`src/rtl/dim_pkg.sv`:
```
package dim_pkg;
  localparam int DW    = 8;
  localparam int NLED  = 8;
  localparam int NGEN  = 2;
  localparam int LPR   = 4;            // LEDs per selector register
  localparam int NSEL  = NLED / LPR;
  localparam int AW    = 3;

  typedef enum logic [1:0] {
    SRC_OFF = 2'b00,
    SRC_LOW = 2'b01,
    SRC_G0  = 2'b10,
    SRC_G1  = 2'b11
  } src_e;

  localparam logic [AW-1:0] A_PIN   = 3'd0;
  localparam logic [AW-1:0] A_PSC0  = 3'd1;
  localparam logic [AW-1:0] A_DUTY0 = 3'd2;
  localparam logic [AW-1:0] A_PSC1  = 3'd3;
  localparam logic [AW-1:0] A_DUTY1 = 3'd4;
  localparam logic [AW-1:0] A_SEL0  = 3'd5;
  localparam logic [AW-1:0] A_SEL1  = 3'd6;

  localparam logic [DW-1:0] RST_PSC0  = 8'hFF;
  localparam logic [DW-1:0] RST_PSC1  = 8'h00;
  localparam logic [DW-1:0] RST_DUTY  = 8'h80;

  // Generator is "on" while its step counter is below the on-time.
  function automatic logic duty_on(input logic [DW-1:0] cnt, input logic [DW-1:0] ontime);
    return cnt < ontime;
  endfunction

  // Pull-down decision for one LED from its code and both generators.
  function automatic logic led_low(input src_e code, input logic g0_on, input logic g1_on);
    case (code)
      SRC_LOW: return 1'b1;
      SRC_G0:  return g0_on;
      SRC_G1:  return g1_on;
      default: return 1'b0;
    endcase
  endfunction
endpackage

```
`src/rtl/blink_gen.sv`:
```
module blink_gen #(
  parameter int            W        = 8,
  parameter logic [W-1:0]  RST_PSC  = '1,
  parameter logic [W-1:0]  RST_DUTY = '0
) (
  input  logic         clk,
  input  logic         rst_n,
  input  logic         tick,
  input  logic [W-1:0] psc_req,
  input  logic [W-1:0] duty_req,
  output logic         gen_on
);
  logic [W-1:0] pre_q, cnt_q, act_psc_q, act_duty_q;
  logic         step_evt, wrap_evt;

  assign step_evt = tick && (pre_q == act_psc_q);
  assign wrap_evt = step_evt && (cnt_q == {W{1'b1}});

  always_ff @(posedge clk or negedge rst_n) begin
    if (!rst_n) begin
      pre_q      <= '0;
      cnt_q      <= '0;
      act_psc_q  <= RST_PSC;
      act_duty_q <= RST_DUTY;
    end else if (tick) begin
      if (step_evt) begin
        pre_q <= '0;
        cnt_q <= cnt_q + 1'b1;
        if (wrap_evt) begin
          act_psc_q  <= psc_req;
          act_duty_q <= duty_req;
        end
      end else begin
        pre_q <= pre_q + 1'b1;
      end
    end
  end

  assign gen_on = (W == dim_pkg::DW) ? dim_pkg::duty_on(cnt_q, act_duty_q) : (cnt_q < act_duty_q);

  a_r6_hold_active: assert property (@(posedge clk) disable iff (!rst_n)
    !wrap_evt |=> ($stable(act_duty_q) && $stable(act_psc_q)));
  a_r3_idle_without_tick: assert property (@(posedge clk) disable iff (!rst_n)
    !tick |=> ($stable(cnt_q) && $stable(pre_q)));
  a_r3_single_step: assert property (@(posedge clk) disable iff (!rst_n)
    step_evt |=> (cnt_q == $past(cnt_q) + 1'b1) && (pre_q == '0));
  a_r4_zero_never_on: assert property (@(posedge clk) disable iff (!rst_n)
    (act_duty_q == '0) |-> !gen_on);
endmodule

```
`src/rtl/pad_sync.sv`:
```
module pad_sync #(
  parameter int           W       = 8,
  parameter logic [W-1:0] RST_VAL = '1
) (
  input  logic         clk,
  input  logic         rst_n,
  input  logic [W-1:0] pad_in,
  output logic [W-1:0] pad_q
);
  logic [W-1:0] mid_q;
  always_ff @(posedge clk or negedge rst_n) begin
    if (!rst_n) begin
      mid_q <= RST_VAL;
      pad_q <= RST_VAL;
    end else begin
      mid_q <= pad_in;
      pad_q <= mid_q;
    end
  end
endmodule

```
`src/rtl/led_blink_dimmer.sv`:
```
module led_blink_dimmer
  import dim_pkg::*;
(
  input  logic          clk,
  input  logic          rst_n,
  input  logic          tick,
  input  logic          reg_we,
  input  logic [2:0]    reg_addr,
  input  logic [7:0]    reg_wdata,
  output logic [7:0]    reg_rdata,
  input  logic [7:0]    pad_in,
  output logic [7:0]    led_drive_low
);
  logic [DW-1:0] psc_q  [NGEN];
  logic [DW-1:0] duty_q [NGEN];
  logic [DW-1:0] sel_q  [NSEL];
  logic [NGEN-1:0] gen_on;
  logic [NLED-1:0] pin_q;

  // Shadow registers written through the port
  always_ff @(posedge clk or negedge rst_n) begin
    if (!rst_n) begin
      psc_q[0]  <= RST_PSC0;
      psc_q[1]  <= RST_PSC1;
      duty_q[0] <= RST_DUTY;
      duty_q[1] <= RST_DUTY;
      for (int s = 0; s < NSEL; s++) sel_q[s] <= '0;
    end else if (reg_we) begin
      case (reg_addr)
        A_PSC0:  psc_q[0]  <= reg_wdata;
        A_DUTY0: duty_q[0] <= reg_wdata;
        A_PSC1:  psc_q[1]  <= reg_wdata;
        A_DUTY1: duty_q[1] <= reg_wdata;
        A_SEL0:  sel_q[0]  <= reg_wdata;
        A_SEL1:  sel_q[1]  <= reg_wdata;
        default: ;
      endcase
    end
  end

  always_comb begin
    case (reg_addr)
      A_PIN:   reg_rdata = pin_q;
      A_PSC0:  reg_rdata = psc_q[0];
      A_DUTY0: reg_rdata = duty_q[0];
      A_PSC1:  reg_rdata = psc_q[1];
      A_DUTY1: reg_rdata = duty_q[1];
      A_SEL0:  reg_rdata = sel_q[0];
      A_SEL1:  reg_rdata = sel_q[1];
      default: reg_rdata = '0;
    endcase
  end

  generate
    for (genvar g = 0; g < NGEN; g++) begin : g_gen
      blink_gen #(
        .W        (DW),
        .RST_PSC  ((g == 0) ? RST_PSC0 : RST_PSC1),
        .RST_DUTY (RST_DUTY)
      ) u_gen (
        .clk      (clk),
        .rst_n    (rst_n),
        .tick     (tick),
        .psc_req  (psc_q[g]),
        .duty_req (duty_q[g]),
        .gen_on   (gen_on[g])
      );
    end

    for (genvar i = 0; i < NLED; i++) begin : g_led
      src_e code;
      assign code = src_e'(sel_q[i / LPR][2 * (i % LPR) +: 2]);
      assign led_drive_low[i] = led_low(code, gen_on[0], gen_on[1]);

      a_r5_released_code: assert property (@(posedge clk) disable iff (!rst_n)
        (code == SRC_OFF) |-> !led_drive_low[i]);
      a_r5_forced_code: assert property (@(posedge clk) disable iff (!rst_n)
        (code == SRC_LOW) |-> led_drive_low[i]);
    end
  endgenerate

  pad_sync #(.W(NLED), .RST_VAL({NLED{1'b1}})) u_sync (
    .clk    (clk),
    .rst_n  (rst_n),
    .pad_in (pad_in),
    .pad_q  (pin_q)
  );

  a_r2_selectors_still_in_reset: assert property (@(posedge clk)
    !rst_n |-> (led_drive_low == '0));
endmodule

```
`config.mk`:
```
export PLATFORM = sky130hd
export DESIGN_NAME = led_blink_dimmer
export DESIGN_NICKNAME = d
export VERILOG_FILES = /design/src/rtl/dim_pkg.sv /design/src/rtl/blink_gen.sv /design/src/rtl/pad_sync.sv /design/src/rtl/led_blink_dimmer.sv
export SDC_FILE = /design/constraint.sdc
export NUM_CORES = 1
export LEC_CHECK = 0
export BUFFER_PORTS_ARGS = -buffer_cell sky130_fd_sc_hd__clkbuf_2
export CORE_MARGIN = 4
export CORE_UTILIZATION = 50
export DETAILED_ROUTE_END_ITERATION = 8
export PLACE_DENSITY = 0.66
export SETUP_SLACK_MARGIN = 0.02
export SLEW_MARGIN = 0
export SYNTH_ARGS = -nofsm -noshare
export SYNTH_HDL_FRONTEND = slang
export SYNTH_HIERARCHICAL = 1
export SYNTH_SLANG_ARGS = --single-unit
```
`constraint.sdc`:
```
create_clock -name clk -period 2.2 [get_ports clk]
set_clock_uncertainty 0.2 [all_clocks]
set_input_delay 0.11 -clock clk [delete_from_list [all_inputs] [get_ports clk]]
set_output_delay 0.11 -clock clk [all_outputs]
set_load 0.005 [all_outputs]
```
==> results of run 1 <==
## cell usage after synthesis, types with 4 or more instances
master	number
buf_4	4
dfstp_2	36
a31oi_1	11
a211oi_1	4
nor2_1	16
mux2_2	57
clkbuf_1	4
o21ai_0	7
nand2b_1	6
ha_1	18
inv_1	17
a21boi_0	4
mux2i_1	11
buf_6	4
a21o_1	4
nand3b_1	7
and3_1	8
xor2_1	8
dfrtp_1	92
xnor2_1	34
mux2_4	28
nand2_1	18
nand4_1	14
a221o_1	4
a21oi_1	9
## critical path, delay by kind of cell, from the launching register on
kind                     cells  cell delay, ns
adder cells (fa/ha/maj)      1            0.29
AND/OR/NAND/NOR              1            0.25
buffers and inverters        1            0.15
flip-flops                   1            0.39
AO/OA/AOI/OAI                5            0.75
## power breakdown
group	leakage [nW]	switching, mW	internal [mW]	total, mW
registers	1.56	0.383	2.76	3.14
clock network	0.262	1.06	1.59	2.66
logic	1.64	0.920	1.02	1.94
## layer usage
metal | track usage | vias up | wire length [um]
li1 | - | 1930 | -
met1 | 0.267 | 2074 | 6240
met2 | 0.329 | 75 | 7030
met3 | 0.0454 | 26 | 461
met4 | 0.0722 | 0 | 282
met5 | 0 | - | 0
## through the flow
step	power [mW]	area, um^2
floorplan	4.16	6360
finish	7.74	7920
global placement	4.88	6860
detailed placement	4.95	6860
CTS	7.74	7810
global route	8.14	7920
## state kept, by name (all words and copies together) (netlist names), 16 cells and up
register                count
g_gen.u_gen/act_psc_q      16
g_led.code                 16
g_gen.u_gen/cnt_q          16
psc_q                      16
g_gen.u_gen/pre_q          16
duty_q                     16
g_gen.u_gen/act_duty_q     16
## worst paths after layout
| kind | startpoint | end |
|---|---|---|
| worst max-delay path | g_gen[0].u_gen/cnt_q[1] | led_drive_low[4] |
| worst min-delay path | rst_n | g_gen[1].u_gen/act_duty_q[7] |
| worst max register to register | g_gen[0].u_gen/act_psc_q[7] | g_gen[0].u_gen/act_duty_q[5] |
| worst min register to register | u_sync/mid_q[6] | u_sync/pad_q[6] |
| max in group asynchronous | rst_n | u_sync/mid_q[4] |
| min in group clk | reg_we | psc_q[10] |
## final cells by class
class / instances / area, um^2
sequential: 128 / 3250
multi-input combinational: 312 / 3030
tap: 168 / 210
clock buffer: 18 / 439
inverter: 18 / 70.1
timing repair buffer: 98 / 788
fill: 926 / 4290
clock inverter: 14 / 133
## cell families (layout without fill, tap and decap cells)
logic type | Yosys count | in the layout
AOI/OAI and AO/OA | 61 | 61
xor gates and xnor gates | 42 | 42
adders and majority gates | 18 | 18
buffers and inverters | 37 | 148
DFF | 128 | 128
muxes | 96 | 96
and+or+nand+nor | 95 | 95
## what timing repair did
| item | 4_1_cts | 5_1_grt |
|---|---|---|
| gates cloned | 1 | 1 |
| gates resized for setup | 27 | 26 |
| hold buffers | 19 | 0 |
| setup endpoints to repair | 17 | 40 |
| setup buffers | 5 | 3 |
| pin swaps | 19 | 10 |
| endpoints found under the hold margin | 154 | 0 |
==> results_tabular.tex, run 1 <==
\begin{tabular}{lr}
\hline
Metric & Value \\
\hline
\multicolumn{2}{l}{\textbf{Status}} \\
\quad Run status & finished with violations \\
\quad Violations in the final reports & setup timing \\
\multicolumn{2}{l}{\textbf{Route}} \\
\quad WL final & 14000 um \\
\quad DR WL/cell & between 15 and 20 um \\
\quad Routed vias/inst & approximately 5.4 \\
\quad Antenna-violating nets left & 0 \\
\quad Routed vias & between 4000 and 5000 \\
\quad DR pass1 iterations & 4 \\
\quad DR iter-0 viols & 171 \\
\quad Detailed-route DRC error count & 0 \\
\multicolumn{2}{l}{\textbf{Setup path}} \\
\quad Peak fanout along the critical path & 8 \\
\quad Worst path slowest cell & dfrtp\_1 \\
\quad Kind of capture point of the worst setup path & primary output \\
\quad R2R cell count & 6 \\
\quad Setup Crit Path Kind & register to primary output \\
\quad Flop2flop setup slack & 0 ns \\
\quad Slowest Stage Delay on Critical Path & 0.39 ns \\
\quad CP Launch Type & register \\
\quad Data required time of the worst path & 1.89 ns \\
\quad Cell-by-cell listing of the critical path & ha\_1, a21o\_1, a211o\_1, o2111ai\_2, and2\_4, a21oi\_2, a31oi\_1, buf\_2 \\
\quad Worst path arrival time & 2.24 ns \\
\multicolumn{2}{l}{\textbf{Place}} \\
\quad Final estimated routing congestion in global placement & between 0.9 and 1 \\
\quad Placement Setup Slack & -0.139 ns \\
\quad Number of buffers added on ports & 38 \\
\quad HPWL Detailed & 9380 um \\
\quad Cell count after placement & roughly 700 \\
\multicolumn{2}{l}{\textbf{Synth}} \\
\quad Dominant cell type by area after synthesis & dfrtp\_1 \\
\quad Fraction of synthesized cell area in xor and xnor cells & 0.0579 \\
\quad Synthesis warning total & 6 \\
\quad Adder and majority gate portion of the synthesized area & 0.0354 \\
\quad Post-synthesis compound-gate area fraction & 0.0665 \\
\quad Count of distinct cell types in the synthesized netlist & 55 \\
\quad Average footprint of a synthesized cell & 13.3 um\^{}2 \\
\quad Share of synthesized area occupied by flip-flops and latches & 0.511 \\
\quad Synth Instances & 477 \\
\quad Yosys reg bits & between 100 and 150 \\
\quad Dominant combinational cell family by area after synthesis & multiplexers \\
\quad Count of flip-flops with a built-in enable after synthesis & 0 \\
\quad Synth Area in Simple Gates & 0.101 \\
\quad Post-synthesis instance area & 6360 um\^{}2 \\
\quad Mux contribution to synthesized area & 0.184 \\
\quad Share of flip-flops with an asynchronous set or reset & 1.00 \\
\quad Predominant post-synthesis flop cell & dfrtp\_1 \\
\quad Net Count, Synth & about 520 \\
\quad Yosys top cell area share & 0.362 \\
\quad Top cells by area, synth & dfrtp\_1 (36\%), dfstp\_2 (15\%), mux2\_2 (10\%) \\
\multicolumn{2}{l}{\textbf{STA}} \\
\quad Max transition margin & 0.611 \\
\quad Final clock period utilization by the worst path & 1.16 \\
\quad FMAX & 393 MHz \\
\quad Setup WS post-layout & -0.345 ns \\
\quad Final critical-path required period & 2.55 ns \\
\quad Final Hold Viols & 0 \\
\quad Slew at the pin closest to its max-slew limit & 0.581 ns \\
\quad Fin Setup TNS & -2.62 ns \\
\quad Number of slew-limit violations in the final report & 0 \\
\quad WHS & a little over 0.09 ns \\
\quad Unrepaired setup endpoints after global routing & true \\
\quad Final number of setup-violating endpoints & 8 \\
\multicolumn{2}{l}{\textbf{Floorplanning}} \\
\quad Floorplan die height & 121 um \\
\quad Placeable core region & 12200 um\^{}2 \\
\quad Area of the die & 14600 um\^{}2 \\
\quad Die boundary width & $\sim$120 um \\
\quad Top Ports & 39 \\
\quad Standard-cell row count & 40 \\
\quad Starting utilization of the core area & 0.521 \\
\multicolumn{2}{l}{\textbf{Clock tree}} \\
\quad CTS tree & yes \\
\quad Clk Latency, worst-skew pair & 0.41 ns \\
\quad Number of buffers added by the clock tree synthesis step & 17 \\
\quad Clock slew at reported path FFs & 0.06 ns \\
\quad H-Tree Depth & 4 \\
\quad Number of buffers between clock root and the deepest sink & 2 \\
\quad Clock tree root driver cell & clkbuf\_16 \\
\quad Sinks on Clock Net & 128 \\
\multicolumn{2}{l}{\textbf{Final layout}} \\
\quad Layout Area Growth over Synthesis & 24.5\% \\
\quad Total inserted antenna cells & 0 \\
\quad Most common cell after layout, fill and taps aside & dfrtp\_1 \\
\quad Share of layout cells above drive strength 1 & 0.473 \\
\quad Final std cells w/o fill & about 760 \\
\quad Core Util, Final & 0.648 \\
\quad Most used cells in the layout excluding fill and tap cells & dfrtp\_1 (91), mux2\_2 (45), mux2\_4 (40) \\
\quad Final Net Count & 616 \\
\multicolumn{2}{l}{\textbf{Hold path}} \\
\quad Classification of the worst-slack hold path & input pin to asynchronous set/reset pin \\
\multicolumn{2}{l}{\textbf{Flow run}} \\
\quad Number of max-capacitance violations reported & 0 \\
\multicolumn{2}{l}{\textbf{Pwr}} \\
\quad Power per cell area & $\sim$1000 nW/um\^{}2 \\
\quad Worst VDD drop & 0.711 mV \\
\quad Static Leakage & 3.47 nW \\
\multicolumn{2}{l}{\textbf{GRT}} \\
\quad Wire length of the first global-routing pass & 22800 um \\
\quad Pin count of the biggest net entering global routing & between 40 and 50 \\
\quad Global route total overflow & 0 \\
\quad Via count of the first global-routing pass & around 4300 \\
\quad Total routing usage reported by global routing & 0.202 \\
\quad Number of antenna violations at the first check in global routing & 0 \\
\hline
\end{tabular}
(Power assumes the default switching activity.)
==> inputs of run 2 (changes only) <==
--- a/config.mk
+++ b/config.mk
@@ -9,7 +9,7 @@
 export CORE_MARGIN = 4
 export CORE_UTILIZATION = 50
 export DETAILED_ROUTE_END_ITERATION = 8
-export PLACE_DENSITY = 0.66
+export PLACE_DENSITY = 0.71
 export SETUP_SLACK_MARGIN = 0.02
 export SLEW_MARGIN = 0
 export SYNTH_ARGS = -nofsm -noshare
==> run 2 against run 1 <==
Against the previous run:
- the run still ends with setup timing left
- final cell count is 0.26% lower
- critical endpoint is now led_drive_low[6]
- flip-flop and latch count stayed put
- clock power is 6% higher
- worst hold slack worse by 0.059 ns
- die area stayed put
- clock-buffer cell count stayed put
- utilization is 0.10 points higher
- first-iteration DRC count is 30% higher
- setup slack worse by 0.018 ns
==> results_tabular.tex, run 2 (synthesized netlist as in run 1, its figures left out) <==
\begin{tabular}{lr}
\hline
Metric & Value \\
\hline
\multicolumn{2}{l}{\textbf{Status}} \\
\quad Run status & finished with violations (unchanged) \\
\quad Violations in the final reports & setup timing (unchanged) \\
\multicolumn{2}{l}{\textbf{GRT}} \\
\quad Number of antenna violations at the first check in global routing & 0 (unchanged) \\
\quad Pin count of the biggest net entering global routing & 47 (was 46) \\
\quad Met2 GRT Util & 0.336 (was 0.329) \\
\quad Total routing usage reported by global routing & 0.203 (was 0.202) \\
\quad Met3 usage in global routing & 0.0496 (was 0.0454) \\
\quad Met1 GRT Util & 0.260 (was 0.267) \\
\quad Highest-utilization routing layer at the global route stage & met2 (unchanged) \\
\quad Global route total overflow & 0 (unchanged) \\
\quad Via count of the first global-routing pass & 4379 (was 4311) \\
\quad Wire length of the first global-routing pass & 22700 um (was 22800 um) \\
\multicolumn{2}{l}{\textbf{STA}} \\
\quad Max transition margin & 0.622 (was 0.611) \\
\quad WHS & 0.0328 ns (was 0.0916 ns) \\
\quad Number of slew-limit violations in the final report & 0 (unchanged) \\
\quad Final Hold Viols & 0 (unchanged) \\
\quad FMAX & 390 MHz (was 393 MHz) \\
\quad Slew at the pin closest to its max-slew limit & 0.567 ns (was 0.581 ns) \\
\quad Final clock period utilization by the worst path & 1.17 (was 1.16) \\
\quad Setup WS post-layout & -0.364 ns (was -0.345 ns) \\
\quad Final number of setup-violating endpoints & 15 (was 8) \\
\quad Final critical-path required period & 2.56 ns (was 2.55 ns) \\
\quad Unrepaired setup endpoints after global routing & true (unchanged) \\
\multicolumn{2}{l}{\textbf{Route}} \\
\quad Antenna-violating nets left & 0 (unchanged) \\
\quad Routed vias & 4153 (was 4105) \\
\quad DR iter-0 viols & 223 (was 171) \\
\quad Routed vias/inst & 5.51 (was 5.43) \\
\quad DR pass1 iterations & 4 (unchanged) \\
\quad WL final & 14200 um (was 14000 um) \\
\quad DR WL/cell & 18.8 um (was 18.5 um) \\
\quad Detailed-route DRC error count & 0 (unchanged) \\
\multicolumn{2}{l}{\textbf{Clock tree}} \\
\quad Clk Latency, worst-skew pair & 0.42 ns (was 0.41 ns) \\
\quad Clock tree root driver cell & clkbuf\_16 (unchanged) \\
\quad CTS tree & yes (unchanged) \\
\quad Number of buffers between clock root and the deepest sink & 2 (unchanged) \\
\quad Clock slew at reported path FFs & 0.06 ns (about the same) \\
\quad Number of buffers added by the clock tree synthesis step & 17 (unchanged) \\
\quad H-Tree Depth & 4 (unchanged) \\
\quad Sinks on Clock Net & 128 (unchanged) \\
\multicolumn{2}{l}{\textbf{Setup path}} \\
\quad Kind of capture point of the worst setup path & primary output (unchanged) \\
\quad Setup Crit Path Kind & register to primary output (unchanged) \\
\quad Flop2flop setup slack & -0.02 ns (was 0 ns) \\
\quad Data required time of the worst path & 1.89 ns (about the same) \\
\quad CP Launch Type & register (unchanged) \\
\quad Worst path arrival time & 2.25 ns (was 2.24 ns) \\
\quad Peak fanout along the critical path & 8 (unchanged) \\
\multicolumn{2}{l}{\textbf{Final layout}} \\
\quad Final Net Count & 614 (was 616) \\
\quad Total inserted antenna cells & 0 (unchanged) \\
\quad Most common cell after layout, fill and taps aside & dfrtp\_1 (unchanged) \\
\quad Layout Area Growth over Synthesis & 24.7\% (was 24.5\%) \\
\quad Share of layout cells above drive strength 1 & 0.473 (about the same) \\
\quad Most used cells in the layout excluding fill and tap cells & dfrtp\_1 (89), mux2\_2 (46), mux2\_4 (39) (was dfrtp\_1 (91), mux2\_2 (45), mux2\_4 (40)) \\
\multicolumn{2}{l}{\textbf{Pwr}} \\
\quad Total power after layout & 7.97 mW (was 7.74 mW) \\
\quad Worst VDD drop & 0.673 mV (was 0.711 mV) \\
\quad P\_sw & 2.38 mW (was 2.37 mW) \\
\quad Design internal power & 5.59 mW (was 5.37 mW) \\
\quad Static Leakage & 3.47 nW (about the same) \\
\quad Combinational cell fraction of total power & 0.251 (was 0.250) \\
\quad Power share of the clock group & 0.354 (was 0.343) \\
\quad Part of the power in registers & 0.394 (was 0.406) \\
\quad Power per cell area & 1000 nW/um\^{}2 (was 977 nW/um\^{}2) \\
\quad Switch share & 0.299 (was 0.306) \\
\multicolumn{2}{l}{\textbf{Floorplanning}} \\
\quad Die boundary width & 121 um (unchanged) \\
\quad Top Ports & 39 (unchanged) \\
\quad Standard-cell row count & 40 (unchanged) \\
\quad Floorplan die height & 121 um (unchanged) \\
\quad Placeable core region & 12200 um\^{}2 (unchanged) \\
\quad Area of the die & 14600 um\^{}2 (unchanged) \\
\quad Starting utilization of the core area & 0.521 (unchanged) \\
\multicolumn{2}{l}{\textbf{Hold path}} \\
\quad Classification of the worst-slack hold path & input pin to asynchronous set/reset pin (unchanged) \\
\multicolumn{2}{l}{\textbf{Place}} \\
\quad Number of buffers added on ports & 38 (unchanged) \\
\quad Final estimated routing congestion in global placement & 0.863 (was 0.902) \\
\quad HPWL Detailed & 9410 um (was 9380 um) \\
\multicolumn{2}{l}{\textbf{Flow run}} \\
\quad Number of max-capacitance violations reported & 0 (unchanged) \\
\hline
\end{tabular}
[run 2: changes by cell type in the layout (fill, tap and decap cells not counted), sizes merged]
cell	previous run	this run
inv	21	19
bufinv	1	3
buf	50	48
[run 2: through the flow]
stage               TNS, ns  utilization  instance area, um^2  cells  setup WS (ns)
finish                -2.78        0.649                 7930    754         -0.364
global route          -4.72        0.649                 7930    754         -0.425
detailed placement   -0.877        0.558                 6820    693         -0.129
floorplan           -0.0646            -                 6360    477        -0.0215
CTS                   -2.75        0.636                 7770    749         -0.362
global placement     -0.394        0.558                 6820    693        -0.0588
[run 2: path summary, 6_finish.rpt]
path,cells past startpoint,to,startpoint
min reg2reg,0,u_sync/pad_q[6],u_sync/mid_q[6]
min in group clk,3,psc_q[5],reg_we
min,2,g_gen[1].u_gen/cnt_q[3],rst_n
max,8,led_drive_low[6],g_gen[0].u_gen/act_duty_q[7]
max reg2reg,6,g_gen[1].u_gen/act_psc_q[5],g_gen[1].u_gen/act_psc_q[3]
max in group asynchronous,3,g_gen[0].u_gen/act_psc_q[6],rst_n
[run 2: metal layers]
metal | vias to the layer above | routed length (um) | share of wire
li1 | 1920 | - | -
met1 | 2115 | 6130 | 0.43
met2 | 86 | 7120 | 0.50
met3 | 32 | 596 | 0.042
met4 | 0 | 360 | 0.025
met5 | - | 0 | 0
[run 2: worst max-delay path, cell delays in order, from the launching register on]
cell	delay, ns
dfstp_2	0.53
inv_2	0.04
ha_4	0.20
and3_4	0.17
a221oi_2	0.24
and2_4	0.27
a21oi_1	0.08
a31oi_1	0.15
buf_2	0.15
[run 2: what timing repair did]
action                                  4_1_cts  5_1_grt
cloned                                        1        1
pin swaps                                    17       13
endpoints found under the hold margin       163        0
hold buffers                                 18        0
resized for setup                            24       31
endpoints found under the setup margin       17       36
buffers inserted                              6        4
[run 2: final cells by class]
type	count	area [um^2]
tap	168	210
sequential	128	3250
multi-input combinational	312	3030
timing repair buffer	96	776
clock buffer	18	429
clock inverter	14	168
inverter	18	70.1
fill	919	4280
[run 2: power groups by stage]
stage / registers [mW] / clock network, mW / logic (mW)
floorplan: 3.06 / 0 / 1.11
global placement: 3.14 / 0 / 1.73
detailed placement: 3.15 / 0 / 1.80
CTS: 3.12 / 2.87 / 1.90
global route: 3.19 / 2.99 / 2.17
finish: 3.14 / 2.82 / 2.00
==> inputs of run 3 (changes only) <==
--- a/config.mk
+++ b/config.mk
@@ -9,7 +9,7 @@
 export CORE_MARGIN = 4
 export CORE_UTILIZATION = 50
 export DETAILED_ROUTE_END_ITERATION = 8
-export PLACE_DENSITY = 0.71
+export PLACE_DENSITY = 0.7
 export SETUP_SLACK_MARGIN = 0.02
 export SLEW_MARGIN = 0
 export SYNTH_ARGS = -nofsm -noshare
==> run 3 against run 2 <==
Against the previous run:
- flip-flop and latch count did not move
- critical endpoint is now led_drive_low[0]
- the run still ends with setup timing left
- critical path depth stayed put
- routed wire length is 5.3% lower
- highest routed layer is now met5
- setup slack better by 0.0034 ns
- utilization down 0.59 points
- via count decreased by 2.2%
- fmax rose by 0.13%
- first-iteration DRC count is 3.6% higher
- sequential share of layout area is 0.35 points higher
- global-route usage shrank 0.16 points
==> results_tabular.tex, run 3 (synthesized netlist as in run 1, its figures left out) <==
\begin{tabular}{lr}
\hline
Metric & Value \\
\hline
\multicolumn{2}{l}{\textbf{Route}} \\
\quad WL final & 13400 um (was 14200 um) \\
\quad Routed vias & 4061 (was 4153) \\
\quad Met2 layer wire length in the routed design & 6630 um (was 7120 um) \\
\quad DR pass1 iterations & 4 (unchanged) \\
\quad DR iter-0 viols & 231 (was 223) \\
\quad DR WL/cell & 17.9 um (was 18.8 um) \\
\quad Detailed-route DRC error count & 0 (unchanged) \\
\quad Routed wl met3 & 541 um (was 596 um) \\
\quad DRT met1 WL & 6090 um (was 6130 um) \\
\quad Routed vias/inst & 5.39 (was 5.51) \\
\quad Antenna-violating nets left & 0 (unchanged) \\
\quad Uppermost metal layer occupied by signal nets & met5 (was met4) \\
\multicolumn{2}{l}{\textbf{STA}} \\
\quad Unrepaired setup endpoints after global routing & true (unchanged) \\
\quad FMAX & 391 MHz (was 390 MHz) \\
\quad Setup WS post-layout & -0.360 ns (was -0.364 ns) \\
\quad Max transition margin & 0.613 (was 0.622) \\
\quad Final Hold Viols & 0 (unchanged) \\
\quad Fin Setup TNS & -2.72 ns (was -2.78 ns) \\
\quad Number of slew-limit violations in the final report & 0 (unchanged) \\
\quad Final clock period utilization by the worst path & 1.16 (was 1.17) \\
\quad WHS & 0.0422 ns (was 0.0328 ns) \\
\quad Slew at the pin closest to its max-slew limit & 0.578 ns (was 0.567 ns) \\
\quad Final number of setup-violating endpoints & 8 (was 15) \\
\quad Final critical-path required period & 2.56 ns (about the same) \\
\multicolumn{2}{l}{\textbf{Floorplanning}} \\
\quad Top Ports & 39 (unchanged) \\
\quad Placeable core region & 12200 um\^{}2 (unchanged) \\
\quad Area of the die & 14600 um\^{}2 (unchanged) \\
\quad Die boundary width & 121 um (unchanged) \\
\quad Standard-cell row count & 40 (unchanged) \\
\quad Starting utilization of the core area & 0.521 (unchanged) \\
\quad Floorplan die height & 121 um (unchanged) \\
\multicolumn{2}{l}{\textbf{Final layout}} \\
\quad Share of layout cells above drive strength 1 & 0.480 (was 0.473) \\
\quad Most used cells in the layout excluding fill and tap cells & dfrtp\_1 (91), mux2\_2 (52), dfstp\_2 (36) (was dfrtp\_1 (89), mux2\_2 (46), mux2\_4 (39)) \\
\quad Core Util, Final & 0.643 (was 0.649) \\
\quad Layout Area Growth over Synthesis & 23.6\% (was 24.7\%) \\
\quad Most common cell after layout, fill and taps aside & dfrtp\_1 (unchanged) \\
\quad Fillers & 931 (was 919) \\
\quad Final Net Count & 613 (was 614) \\
\quad Total inserted antenna cells & 0 (unchanged) \\
\multicolumn{2}{l}{\textbf{Status}} \\
\quad Violations in the final reports & setup timing (unchanged) \\
\quad Run status & finished with violations (unchanged) \\
\multicolumn{2}{l}{\textbf{Setup path}} \\
\quad Worst path arrival time & 2.25 ns (about the same) \\
\quad R2R cell count & 6 (unchanged) \\
\quad Setup Crit Path Kind & register to primary output (unchanged) \\
\quad Launch instance of the worst register-to-register path & g\_gen[0].u\_gen/act\_psc\_q[0] (was g\_gen[1].u\_gen/act\_psc\_q[3]) \\
\quad CP Launch Type & register (unchanged) \\
\quad Critical path destination & led\_drive\_low[0] (was led\_drive\_low[6]) \\
\quad Kind of capture point of the worst setup path & primary output (unchanged) \\
\quad Origin of the worst setup path & g\_gen[0].u\_gen/act\_duty\_q[7] (unchanged) \\
\quad Terminus of the critical flop-to-flop path & g\_gen[0].u\_gen/act\_duty\_q[0] (was g\_gen[1].u\_gen/act\_psc\_q[5]) \\
\quad Peak fanout along the critical path & 8 (unchanged) \\
\quad Data required time of the worst path & 1.89 ns (about the same) \\
\quad Flop2flop setup slack & 0.02 ns (was -0.02 ns) \\
\multicolumn{2}{l}{\textbf{Pwr}} \\
\quad P\_sw & 2.34 mW (was 2.38 mW) \\
\quad Combinational cell fraction of total power & 0.262 (was 0.251) \\
\quad Switch share & 0.305 (was 0.299) \\
\quad Power per cell area & 978 nW/um\^{}2 (was 1000 nW/um\^{}2) \\
\quad Worst VDD drop & 0.814 mV (was 0.673 mV) \\
\quad Design internal power & 5.34 mW (was 5.59 mW) \\
\quad Total power after layout & 7.68 mW (was 7.97 mW) \\
\quad Part of the power in registers & 0.410 (was 0.394) \\
\quad Static Leakage & 3.45 nW (was 3.47 nW) \\
\quad Power share of the clock group & 0.328 (was 0.354) \\
\multicolumn{2}{l}{\textbf{GRT}} \\
\quad Wire length of the first global-routing pass & 22600 um (was 22700 um) \\
\quad Total routing usage reported by global routing & 0.202 (was 0.203) \\
\quad Via count of the first global-routing pass & 4224 (was 4379) \\
\quad Number of antenna violations at the first check in global routing & 1 (was 0) \\
\quad Global route total overflow & 0 (unchanged) \\
\quad Pin count of the biggest net entering global routing & 44 (was 47) \\
\multicolumn{2}{l}{\textbf{Hold path}} \\
\quad Classification of the worst-slack hold path & input pin to asynchronous set/reset pin (unchanged) \\
\multicolumn{2}{l}{\textbf{Clock tree}} \\
\quad Sinks on Clock Net & 128 (unchanged) \\
\quad Clock slew at reported path FFs & 0.06 ns (about the same) \\
\quad H-Tree Depth & 4 (unchanged) \\
\quad Number of buffers between clock root and the deepest sink & 2 (unchanged) \\
\quad CTS tree & yes (unchanged) \\
\quad Clk Latency, worst-skew pair & 0.42 ns (about the same) \\
\quad Number of buffers added by the clock tree synthesis step & 17 (unchanged) \\
\quad Clock tree root driver cell & clkbuf\_16 (unchanged) \\
\multicolumn{2}{l}{\textbf{Flow run}} \\
\quad Number of max-capacitance violations reported & 0 (unchanged) \\
\multicolumn{2}{l}{\textbf{Place}} \\
\quad Final estimated routing congestion in global placement & 0.824 (was 0.863) \\
\quad Number of buffers added on ports & 38 (unchanged) \\
\quad HPWL Detailed & 9150 um (was 9410 um) \\
\hline
\end{tabular}
[run 3: area by class of cell]
cell class                 count  area [um^2]  share of cell area
tap                          168          210              0.0268
clock inverter                10         62.6             0.00796
inverter                      18         70.1             0.00892
clock buffer                  22          474              0.0604
sequential                   128         3250               0.414
multi-input combinational    312         3040               0.387
timing repair buffer          95          753              0.0959
[run 3: through the flow]
stage	cell area [um^2]	instances	setup slack, ns
floorplan	6360	477	-0.0215
CTS	7720	748	-0.346
global placement	6820	692	-0.0394
finish	7860	753	-0.360
detailed placement	6820	692	-0.110
global route	7860	753	-0.458
[run 3: power by group through the flow]
stage / Combinational [mW] / Sequential [mW] / Clock (mW)
2_1_floorplan: 1.11 / 3.06 / 0
3_3_place_gp: 1.72 / 3.13 / 0
3_5_place_dp: 1.79 / 3.15 / 0
4_1_cts: 1.93 / 3.13 / 2.57
5_1_grt: 2.20 / 3.20 / 2.70
6_report: 2.01 / 3.15 / 2.52
[run 3: worst min path at each step]
stage / endpoint / slack, ns / from
after global routing: duty_q[3] / 0.07 / reg_addr[2]
after detailed placement: g_gen[1].u_gen/cnt_q[5] / -0.06 / rst_n
final: g_gen[1].u_gen/act_duty_q[5] / 0.04 / rst_n
after floorplan: duty_q[0] / -0.39 / rst_n
after CTS: g_gen[1].u_gen/cnt_q[5] / 0.05 / rst_n
after global placement: g_gen[1].u_gen/cnt_q[5] / -0.06 / rst_n
[run 3: layer usage]
metal	vias to the layer above	GRT usage
met5	-	0
met2	80	0.315
met1	2046	0.269
li1	1919	-
met3	14	0.0645
met4	2	0.0609
[run 3: repair_timing]
item,CTS,global route
cloned,0,1
hold endpoints to repair,149,0
resized for setup,31,23
setup endpoints to repair,11,40
pin swaps,24,12
buffers inserted,7,4
hold buffers,18,0
[run 3: critical path, stage by stage (launching register included)]
cell and delay [ns]:
dfstp_2 0.53, inv_2 0.04, ha_4 0.20, and3_4 0.17, a221oi_2 0.22, and2_4 0.29, a21oi_2 0.10, a31oi_4 0.14
clkbuf_2 0.13
